[src/rtl/sawpwm_pkg.sv]
package sawpwm_pkg;

  // Which second operand the shared subtractor uses.
  typedef enum logic {
    OPD_STEP    = 1'b0,  // acc - step
    OPD_WRAPPED = 1'b1   // acc - (step - MOD) = acc - step + MOD
  } opd_sel_e;

endpackage

[src/rtl/sawpwm_period_gen.sv]
module sawpwm_period_gen #(
  parameter int LEVELS = 1000,
  localparam int CNT_W = $clog2(LEVELS)
) (
  input  logic             clk,
  input  logic             rst,
  output logic [CNT_W-1:0] cnt_o,
  output logic             wrap_o,
  output logic             sample_stb_o
);

  localparam logic [CNT_W-1:0] LAST = CNT_W'(LEVELS - 1);

  logic [CNT_W-1:0] cnt_q;

  assign wrap_o = (cnt_q == LAST);
  assign cnt_o  = cnt_q;

  always_ff @(posedge clk) begin
    if (rst) begin
      cnt_q        <= '0;
      sample_stb_o <= 1'b0;
    end else begin
      cnt_q        <= wrap_o ? '0 : cnt_q + 1'b1;
      sample_stb_o <= wrap_o;
    end
  end


  stb_after_wrap_chk: assert property (@(posedge clk) disable iff (rst)
    wrap_o |=> (sample_stb_o && cnt_q == '0));


  cnt_range_chk: assert property (@(posedge clk) disable iff (rst)
    cnt_q <= LAST);

endmodule

[src/rtl/sawpwm_phase_acc.sv]
module sawpwm_phase_acc
  import sawpwm_pkg::*;
#(
  parameter int MOD = 16000,
  localparam int ACC_W = $clog2(MOD),
  localparam int DIF_W = ACC_W + 1
) (
  input  logic             clk,
  input  logic             rst,
  input  logic             wrap_i,
  input  logic [ACC_W-1:0] step_i,
  input  logic             load_i,
  output logic [ACC_W-1:0] acc_o
);

  localparam logic [DIF_W-1:0] MOD_V = DIF_W'(MOD);

  logic [ACC_W-1:0] stage_step, act_step, acc_q;
  logic [DIF_W-1:0] stage_pre, act_pre, opd, diff;
  opd_sel_e         sel_q;
  logic             borrow;

  // Step minus modulus, formed once at load time, away from the update path.
  logic [DIF_W-1:0] pre_in;
  assign pre_in = {1'b0, step_i} - MOD_V;

  // One subtractor, operand muxed.
  assign opd    = (sel_q == OPD_WRAPPED) ? act_pre : {1'b0, act_step};
  assign diff   = {1'b0, acc_q} - opd;
  assign borrow = diff[DIF_W-1];
  assign acc_o  = acc_q;

  always_ff @(posedge clk) begin
    if (rst) begin
      stage_step <= '0;
      stage_pre  <= '0 - MOD_V;
      act_step   <= '0;
      act_pre    <= '0 - MOD_V;
      acc_q      <= '0;
      sel_q      <= OPD_STEP;
    end else begin
      if (load_i && !wrap_i) begin
        stage_step <= step_i;
        stage_pre  <= pre_in;
      end
      if (wrap_i) begin
        acc_q    <= diff[ACC_W-1:0];
        act_step <= stage_step;
        act_pre  <= stage_pre;
        sel_q    <= OPD_STEP;
      end else if (sel_q == OPD_STEP && borrow) begin
        sel_q <= OPD_WRAPPED;
      end
    end
  end


  acc_range_chk: assert property (@(posedge clk) disable iff (rst)
    acc_q < ACC_W'(MOD));


  acc_hold_chk: assert property (@(posedge clk) disable iff (rst)
    !wrap_i |=> $stable(acc_q));


  wrap_sel_chk: assert property (@(posedge clk) disable iff (rst)
    wrap_i |-> ((sel_q == OPD_WRAPPED) == (acc_q < act_step)));


  drop_load_chk: assert property (@(posedge clk) disable iff (rst)
    wrap_i |=> $stable(stage_step));


  zero_step_chk: assert property (@(posedge clk) disable iff (rst)
    (wrap_i && act_step == '0) |=> $stable(acc_q));

endmodule

[src/rtl/sawpwm_duty_out.sv]
module sawpwm_duty_out #(
  parameter int LEVELS = 1000,
  parameter int FRAC   = 4,
  localparam int CNT_W = $clog2(LEVELS),
  localparam int ACC_W = CNT_W + FRAC
) (
  input  logic             clk,
  input  logic             rst,
  input  logic             wrap_i,
  input  logic [CNT_W-1:0] cnt_i,
  input  logic [ACC_W-1:0] acc_i,
  output logic             pwm_o
);

  logic [CNT_W-1:0] duty_q;

  always_ff @(posedge clk) begin
    if (rst) begin
      duty_q <= '0;
      pwm_o  <= 1'b0;
    end else begin
      if (wrap_i) duty_q <= acc_i[ACC_W-1:FRAC];
      pwm_o <= (cnt_i < duty_q);
    end
  end


  duty_max_chk: assert property (@(posedge clk) disable iff (rst)
    duty_q <= CNT_W'(LEVELS - 1));


  duty_hold_chk: assert property (@(posedge clk) disable iff (rst)
    !wrap_i |=> $stable(duty_q));


  pwm_low_at_wrap_chk: assert property (@(posedge clk) disable iff (rst)
    wrap_i |=> !pwm_o);

endmodule

[src/rtl/sawpwm_ms_tick.sv]
module sawpwm_ms_tick #(
  parameter int MS_CLKS = 32000,
  localparam int PW = $clog2(MS_CLKS)
) (
  input  logic clk,
  input  logic rst,
  output logic stb_o
);

  localparam logic [PW-1:0] LAST = PW'(MS_CLKS - 1);

  logic [PW-1:0] pre_q;

  always_ff @(posedge clk) begin
    if (rst) begin
      pre_q <= '0;
      stb_o <= 1'b0;
    end else begin
      pre_q <= (pre_q == LAST) ? '0 : pre_q + 1'b1;
      stb_o <= (pre_q == LAST);
    end
  end


  pre_range_chk: assert property (@(posedge clk) disable iff (rst)
    pre_q <= LAST);

  generate
    if (MS_CLKS > 1) begin : g_width

      ms_single_chk: assert property (@(posedge clk) disable iff (rst)
        stb_o |=> !stb_o);
    end
  endgenerate

endmodule

[src/rtl/sawpwm_gen.sv]
module sawpwm_gen #(
  parameter int LEVELS  = 1000,
  parameter int FRAC    = 4,
  parameter int MS_CLKS = 32000,
  localparam int MOD    = LEVELS * (2 ** FRAC),
  localparam int CNT_W  = $clog2(LEVELS),
  localparam int ACC_W  = CNT_W + FRAC
) (
  input  logic             clk,
  input  logic             rst,
  input  logic [ACC_W-1:0] step_i,
  input  logic             step_load_i,
  output logic             pwm_o,
  output logic             sample_stb_o,
  output logic             ms_stb_o
);

  logic [CNT_W-1:0] cnt;
  logic             wrap;
  logic [ACC_W-1:0] acc;

  sawpwm_period_gen #(.LEVELS(LEVELS)) u_period (
    .clk(clk), .rst(rst), .cnt_o(cnt), .wrap_o(wrap),
    .sample_stb_o(sample_stb_o)
  );

  sawpwm_phase_acc #(.MOD(MOD)) u_acc (
    .clk(clk), .rst(rst), .wrap_i(wrap), .step_i(step_i),
    .load_i(step_load_i), .acc_o(acc)
  );

  sawpwm_duty_out #(.LEVELS(LEVELS), .FRAC(FRAC)) u_duty (
    .clk(clk), .rst(rst), .wrap_i(wrap), .cnt_i(cnt), .acc_i(acc),
    .pwm_o(pwm_o)
  );

  sawpwm_ms_tick #(.MS_CLKS(MS_CLKS)) u_ms (
    .clk(clk), .rst(rst), .stb_o(ms_stb_o)
  );

endmodule

[config.mk]
export PLATFORM = sky130hd
export DESIGN_NAME = sawpwm_gen
export DESIGN_NICKNAME = d
export VERILOG_FILES = /design/src/rtl/sawpwm_pkg.sv /design/src/rtl/sawpwm_period_gen.sv /design/src/rtl/sawpwm_phase_acc.sv /design/src/rtl/sawpwm_duty_out.sv /design/src/rtl/sawpwm_ms_tick.sv /design/src/rtl/sawpwm_gen.sv
export SDC_FILE = /design/constraint.sdc
export NUM_CORES = 1
export LEC_CHECK = 0
export CAP_MARGIN = 40
export CORE_ASPECT_RATIO = 1.2
export CORE_MARGIN = 1
export CORE_UTILIZATION = 45
export CTS_CLUSTER_DIAMETER = 200
export DETAILED_ROUTE_END_ITERATION = 8
export SETUP_SLACK_MARGIN = 0.02
export SYNTH_ARGS = -nofsm -noshare
export SYNTH_HDL_FRONTEND = slang
export SYNTH_SLANG_ARGS = --single-unit
[constraint.sdc]
create_clock -name clk -period 3 [get_ports clk]
set_input_delay 0.3 -clock clk [delete_from_list [all_inputs] [get_ports clk]]
set_output_delay 0.3 -clock clk [all_outputs]
set_load 0.1 [all_outputs]
* After elaboration in Yosys (flattened, before gate mapping)
Cells that the tools add are included.
** Operators by class
- Add/subtract/negate cells :: 4
- Magnitude comparators :: 1
- Equal/unequal tests :: 2
- Muxes and demuxes :: 1
- Bitwise operators :: 1
- Reductions and logical operators :: 5
** Operator list (number)
- $add 15x1->15 const B :: 1
- $eq 15x15->1 const B :: 1
- $mux 15 :: 1
- $sub 14x14->15 const B :: 1
- $sub 14x15->15 :: 1
- $add 10x1->10 const B :: 1
- $eq 10x10->1 const B :: 1
- $lt 10x10->1 :: 1
- $reduce_or 2->1 :: 2
- $logic_and 1x1->1 :: 2
- $logic_not 1->1 :: 1
- $not 1->1 :: 1
** Word-level totals
- Register bits :: 111
- Input port bits :: 17
- Output and inout bits :: 3
- Word-level logic and storage cells :: 26

* Longest topological paths before layout
- Depth after elaboration :: 3
- Gate-level depth with buffers :: 9
- Depth with buffers taken out :: 8

* By module
From an unflattened synthesis, not the netlist that was laid out.
** Second synthesis, totals
- Cell total of the unflattened synthesis :: 518
- Area total of the unflattened synthesis :: 4595.7 µm²
** By module, submodules not included
- sawpwm_phase_acc :: times used 1, cells each 319, area an instance 2798.9 µm², sequential area each 1141.1 µm²
- sawpwm_ms_tick :: times used 1, cells each 77, area an instance 691.9 µm², sequential area each 320.3 µm²
- sawpwm_duty_out :: times used 1, cells each 65, area an instance 593.1 µm², sequential area each 220.2 µm²
- sawpwm_period_gen :: times used 1, cells each 57, area an instance 511.7 µm², sequential area each 220.2 µm²

* Worst setup path after synthesis
No wires, ideal clock.
- Path type :: reg-to-reg
- Start :: register u_acc.sel_q
- End :: register u_acc.acc_q[13], in the netlist u_acc.acc_o[13]
- Library setup time :: 87 ps
- Data arrival time :: 2292 ps
- Data required time :: 2913 ps
- Setup slack :: 621 ps
- Stages on the path, launching flop included :: 10
- Buffers on the path :: 2
- Period minus slack after synthesis :: 2379 ps
- Cell sequence :: dfxtp_1 > clkbuf_1 > mux2i_1 > ha_1 > buf_2 > a21o_1 > a31o_2 > a211o_1 > o21a_1 > o31ai_1
** On the way
- Cells in the longest elaborated chain, start to end :: 2
** RTL lines
- start: declaration :: line sawpwm_phase_acc.sv:20 : opd_sel_e sel_q;
- start signal: assignment :: line sawpwm_phase_acc.sv:40 : sel_q <= OPD_STEP;
- start signal: assignment :: line sawpwm_phase_acc.sv:50 : sel_q <= OPD_STEP;
- start signal: assignment :: line sawpwm_phase_acc.sv:52 : sel_q <= OPD_WRAPPED;
- $mux 15 :: line sawpwm_phase_acc.sv:28 : assign opd = (sel_q == OPD_WRAPPED) ? act_pre : {1'b0, act_step};
- $sub 14x15->15 :: line sawpwm_phase_acc.sv:29 : assign diff = {1'b0, acc_q} - opd;
- end signal: assignment :: line sawpwm_phase_acc.sv:47 : acc_q <= diff[ACC_W-1:0];
- end: declaration :: line sawpwm_phase_acc.sv:18 : logic [ACC_W-1:0] stage_step, act_step, acc_q;
No other way between the ends.
A chain may end at the register's enable or synchronous reset.

* Worst setup path after layout
- Start :: register u_acc.sel_q
- End :: register u_acc.acc_q[10], in the netlist u_acc.acc_o[10]
The elaborated chain is that of the path after synthesis.

==> impl_metrics.json <==
{
  "crit_arrival_ps": 2690,
  "die_h_um": 110,
  "rsz0062_at_grt": "no",
  "critPathKind": "flip-flop to flip-flop",
  "track_usage_pct": 19.4,
  "cts-root-buf": "clkbuf_8",
  "yosys_warnings": 0,
  "routed_wl_um": 8970,
  "drtAntennaViolNets": 0,
  "syn_area_mm2": 0.00434,
  "path_delay_family": "compound AO/OA/AOI/OAI gates",
  "avgSynthCellArea_um2": 8.94,
  "worstMarginPinSlew_ps": 678,
  "clock_sinks": 95,
  "leakage_uw": 0.00188,
  "yosysMostFrequentCell": "dfxtp_1",
  "hold_viol": 0,
  "path_buf_inv": 0,
  "placed_cell_area_mm2": 0.00466,
  "firstDrtPassIters": 4,
  "path_max_fanout": 9,
  "hold_ws_ps": 461,
  "ys_top_cells_by_count": "dfxtp_1, nand2_1, o21ai_0",
  "grt_pass1_vias": 3057,
  "core_area_mm2": 0.00922,
  "antenna_found_initial": 0,
  "die_area_mm2": 0.0100,
  "grt_max_degree": 25,
  "postSynth.asyncResetShare_pct": 0,
  "num_rows": 38,
  "power_frac_seq_pct": 59.8,
  "hold_path.class": "flip-flop to flip-flop",
  "start_kind": "flip-flop",
  "initial_core_util_pct": 47.1,
  "ys_top_cells_by_area": "dfxtp_1, ha_1, nand2_1",
  "grt_pass1_wl_um": 15200,
  "crit_chain": "mux2i_1, ha_1, a21o_1, a21oi_1, o21ai_0, or3_1, a32o_1",
  "synth_nets": 530,
  "max_slew_margin_pct": 54.8,
  "post_cts_resized": 0,
  "cts_buffer_depth": 2,
  "clkPwrFrac_pct": 34.4,
  "p_per_area_mw_per_mm2": 452,
  "syn2layout_area_growth_pct": 11.2,
  "synth_area_leader_cell": "dfxtp_1",
  "cts_setup_buffers": 0,
  "power.switching_uw": 520,
  "pwr-share-comb_pct": 5.8,
  "fmax_mhz": 411,
  "slew_violations": 0,
  "fin_crit_sh_pct": 81.1,
  "cts_buffers": 9,
  "slowest_delay_ps": 590,
  "cpMaxStageDelayCell": "dfxtp_1",
  "viasPerCell": 5.39,
  "cts_hold_buf": 0,
  "antennaDiodeCount": 0,
  "synth_edf_count": 0,
  "syn_inst": 486,
  "drive_above_1_share_pct": 5.53,
  "route.detailed.drc": 0,
  "portBuffers": 19,
  "hpwl_um": 6630,
  "ctsHtreeMaxLevel": 3,
  "final_cell_area_mm2": 0.00483,
  "synth_cell_types": 54,
  "gp_routability_congestion": 0.855,
  "maxCapViolations": 0,
  "wl_per_cell_um": 14.3,
  "p_int_uw": 1660,
  "setup_viol": 0,
  "clock_latency_ps": 360,
  "required_ps": 3260,
  "drt_iter0_drc": 125,
  "status": "completed",
  "die_w_um": 91.7,
  "seq_area_frac_synth_pct": 43.8,
  "fin_skew_ps": 10.0,
  "ys_ff_latch": 95,
  "fin_crit_ps": 2430,
  "fin_nets": 546,
  "gr-total-overflow": 0,
  "ir_worst_vdd_v": 0.000271,
  "clk_pin_slew_ps": 80,
  "vias": 3372,
  "cp-end-kind": "flip-flop",
  "yosysTopAreaCellShare_pct": 43.8,
  "final.setup.tns_ps": 0,
  "io_pins": 20,
  "fillCellCount": 924,
  "cts_tree": "built",
  "p_sw_share_pct": 23.9,
  "synth_ff_type": "dfxtp_1"
}
==> power groups by stage <==
stage	logic [uW]	registers (uW)	clock network [uW]
after floorplan	69.4	1340	0
after detailed placement	128	1330	0
after global routing	144	1310	818
after CTS	129	1300	767
after global placement	121	1330	0
final	127	1300	750
==> tightest hold or removal path: cells and delay by family (launching register included) <==
kind / cells / cell delay [ps]
flops: 1 / 330
simple gates: 1 / 50
compound gates: 1 / 50
==> logic make-up after synthesis <==
group / share of synthesized area (%)
xor gates and xnor gates: 5.85
AOI/OAI and AO/OA: 18.8
adders and majority gates: 7.95
DFF: 43.8
and+or+nand+nor: 17.4
muxes: 1.61
buffers and inverters: 4.61
==> registers in the layout, summed over array words and instances (netlist names) <==
signal	count
u_acc.stage_pre	14
u_acc.sel_q	1
u_acc.act_step	7
u_ms.stb_o	1
u_acc.act_pre	14
u_duty.pwm_o	1
u_acc.stage_step	7
u_ms.pre_q	15
u_acc.acc_o	14
u_period.cnt_o	10
u_period.sample_stb_o	1
u_duty.duty_q	10
==> metrics by stage <==
step | setup WS (ps) | instances | utilization [%] | total power (uW)
2_1_floorplan | 621 | 486 | - | 1410
3_3_place_gp | 612 | 608 | 50.1 | 1450
3_5_place_dp | 572 | 611 | 50.6 | 1460
4_1_cts | 558 | 626 | 52.4 | 2200
5_1_grt | 341 | 626 | 52.4 | 2270
6_report | 567 | 626 | 52.4 | 2180
==> layout make-up <==
type / count / area (um^2) / share of cell area [%]
Multi-Input combinational cell: 342 / 2240 / 46.4
Tap cell: 120 / 150 / 3.11
Timing Repair Buffer: 27 / 270 / 5.60
Inverter: 27 / 101 / 2.10
Clock inverter: 3 / 20.0 / 0.415
Clock buffer: 12 / 145 / 3.01
Sequential cell: 95 / 1900 / 39.4
==> worst paths after layout <==
check                                                     end                       startpoint  cells after the start  slack [ps]
worst min register to register  u_acc.act_pre[4]$_SDFFE_PP0P_  u_acc.stage_pre[4]$_SDFFE_PP0P_                      2         460
worst min-delay path            u_acc.act_pre[4]$_SDFFE_PP0P_  u_acc.stage_pre[4]$_SDFFE_PP0P_                      2         460
worst max register to register   u_acc.acc_o[10]$_SDFFE_PP0P_         u_acc.sel_q$_SDFFE_PP0P_                      7         570
worst max-delay path             u_acc.acc_o[10]$_SDFFE_PP0P_         u_acc.sel_q$_SDFFE_PP0P_                      7         570
==> layer usage <==
layer | GRT usage [%] | up-vias | routed length [um]
met3 | 3.39 | 18 | 281
met4 | 8.16 | 0 | 205
li1 | - | 1748 | -
met2 | 31.2 | 60 | 4030
met1 | 25.9 | 1546 | 4450
met5 | 0 | - | 0
==> placed cells by master (no fill, tap or decap), types with 3 or more instances in the layout <==
cell type / n
ha_1: 26
clkdlybuf4s50_1: 18
nor2b_1: 3
nor3_1: 4
and3_1: 6
nand2_1: 66
xnor2_1: 14
a21oi_1: 24
a211oi_1: 9
nand3_1: 19
o21ai_0: 33
nor2_1: 32
inv_1: 27
a21o_1: 8
buf_4: 6
a32o_1: 5
or3_1: 6
xor2_1: 15
a22o_1: 14
dfxtp_1: 95
o2111ai_1: 3
mux2i_1: 7
and4_1: 4
buf_8: 3
clkbuf_8: 10
nand4_1: 4
nand2b_1: 6
No activity file was read; power rests on OpenSTA's default activity.
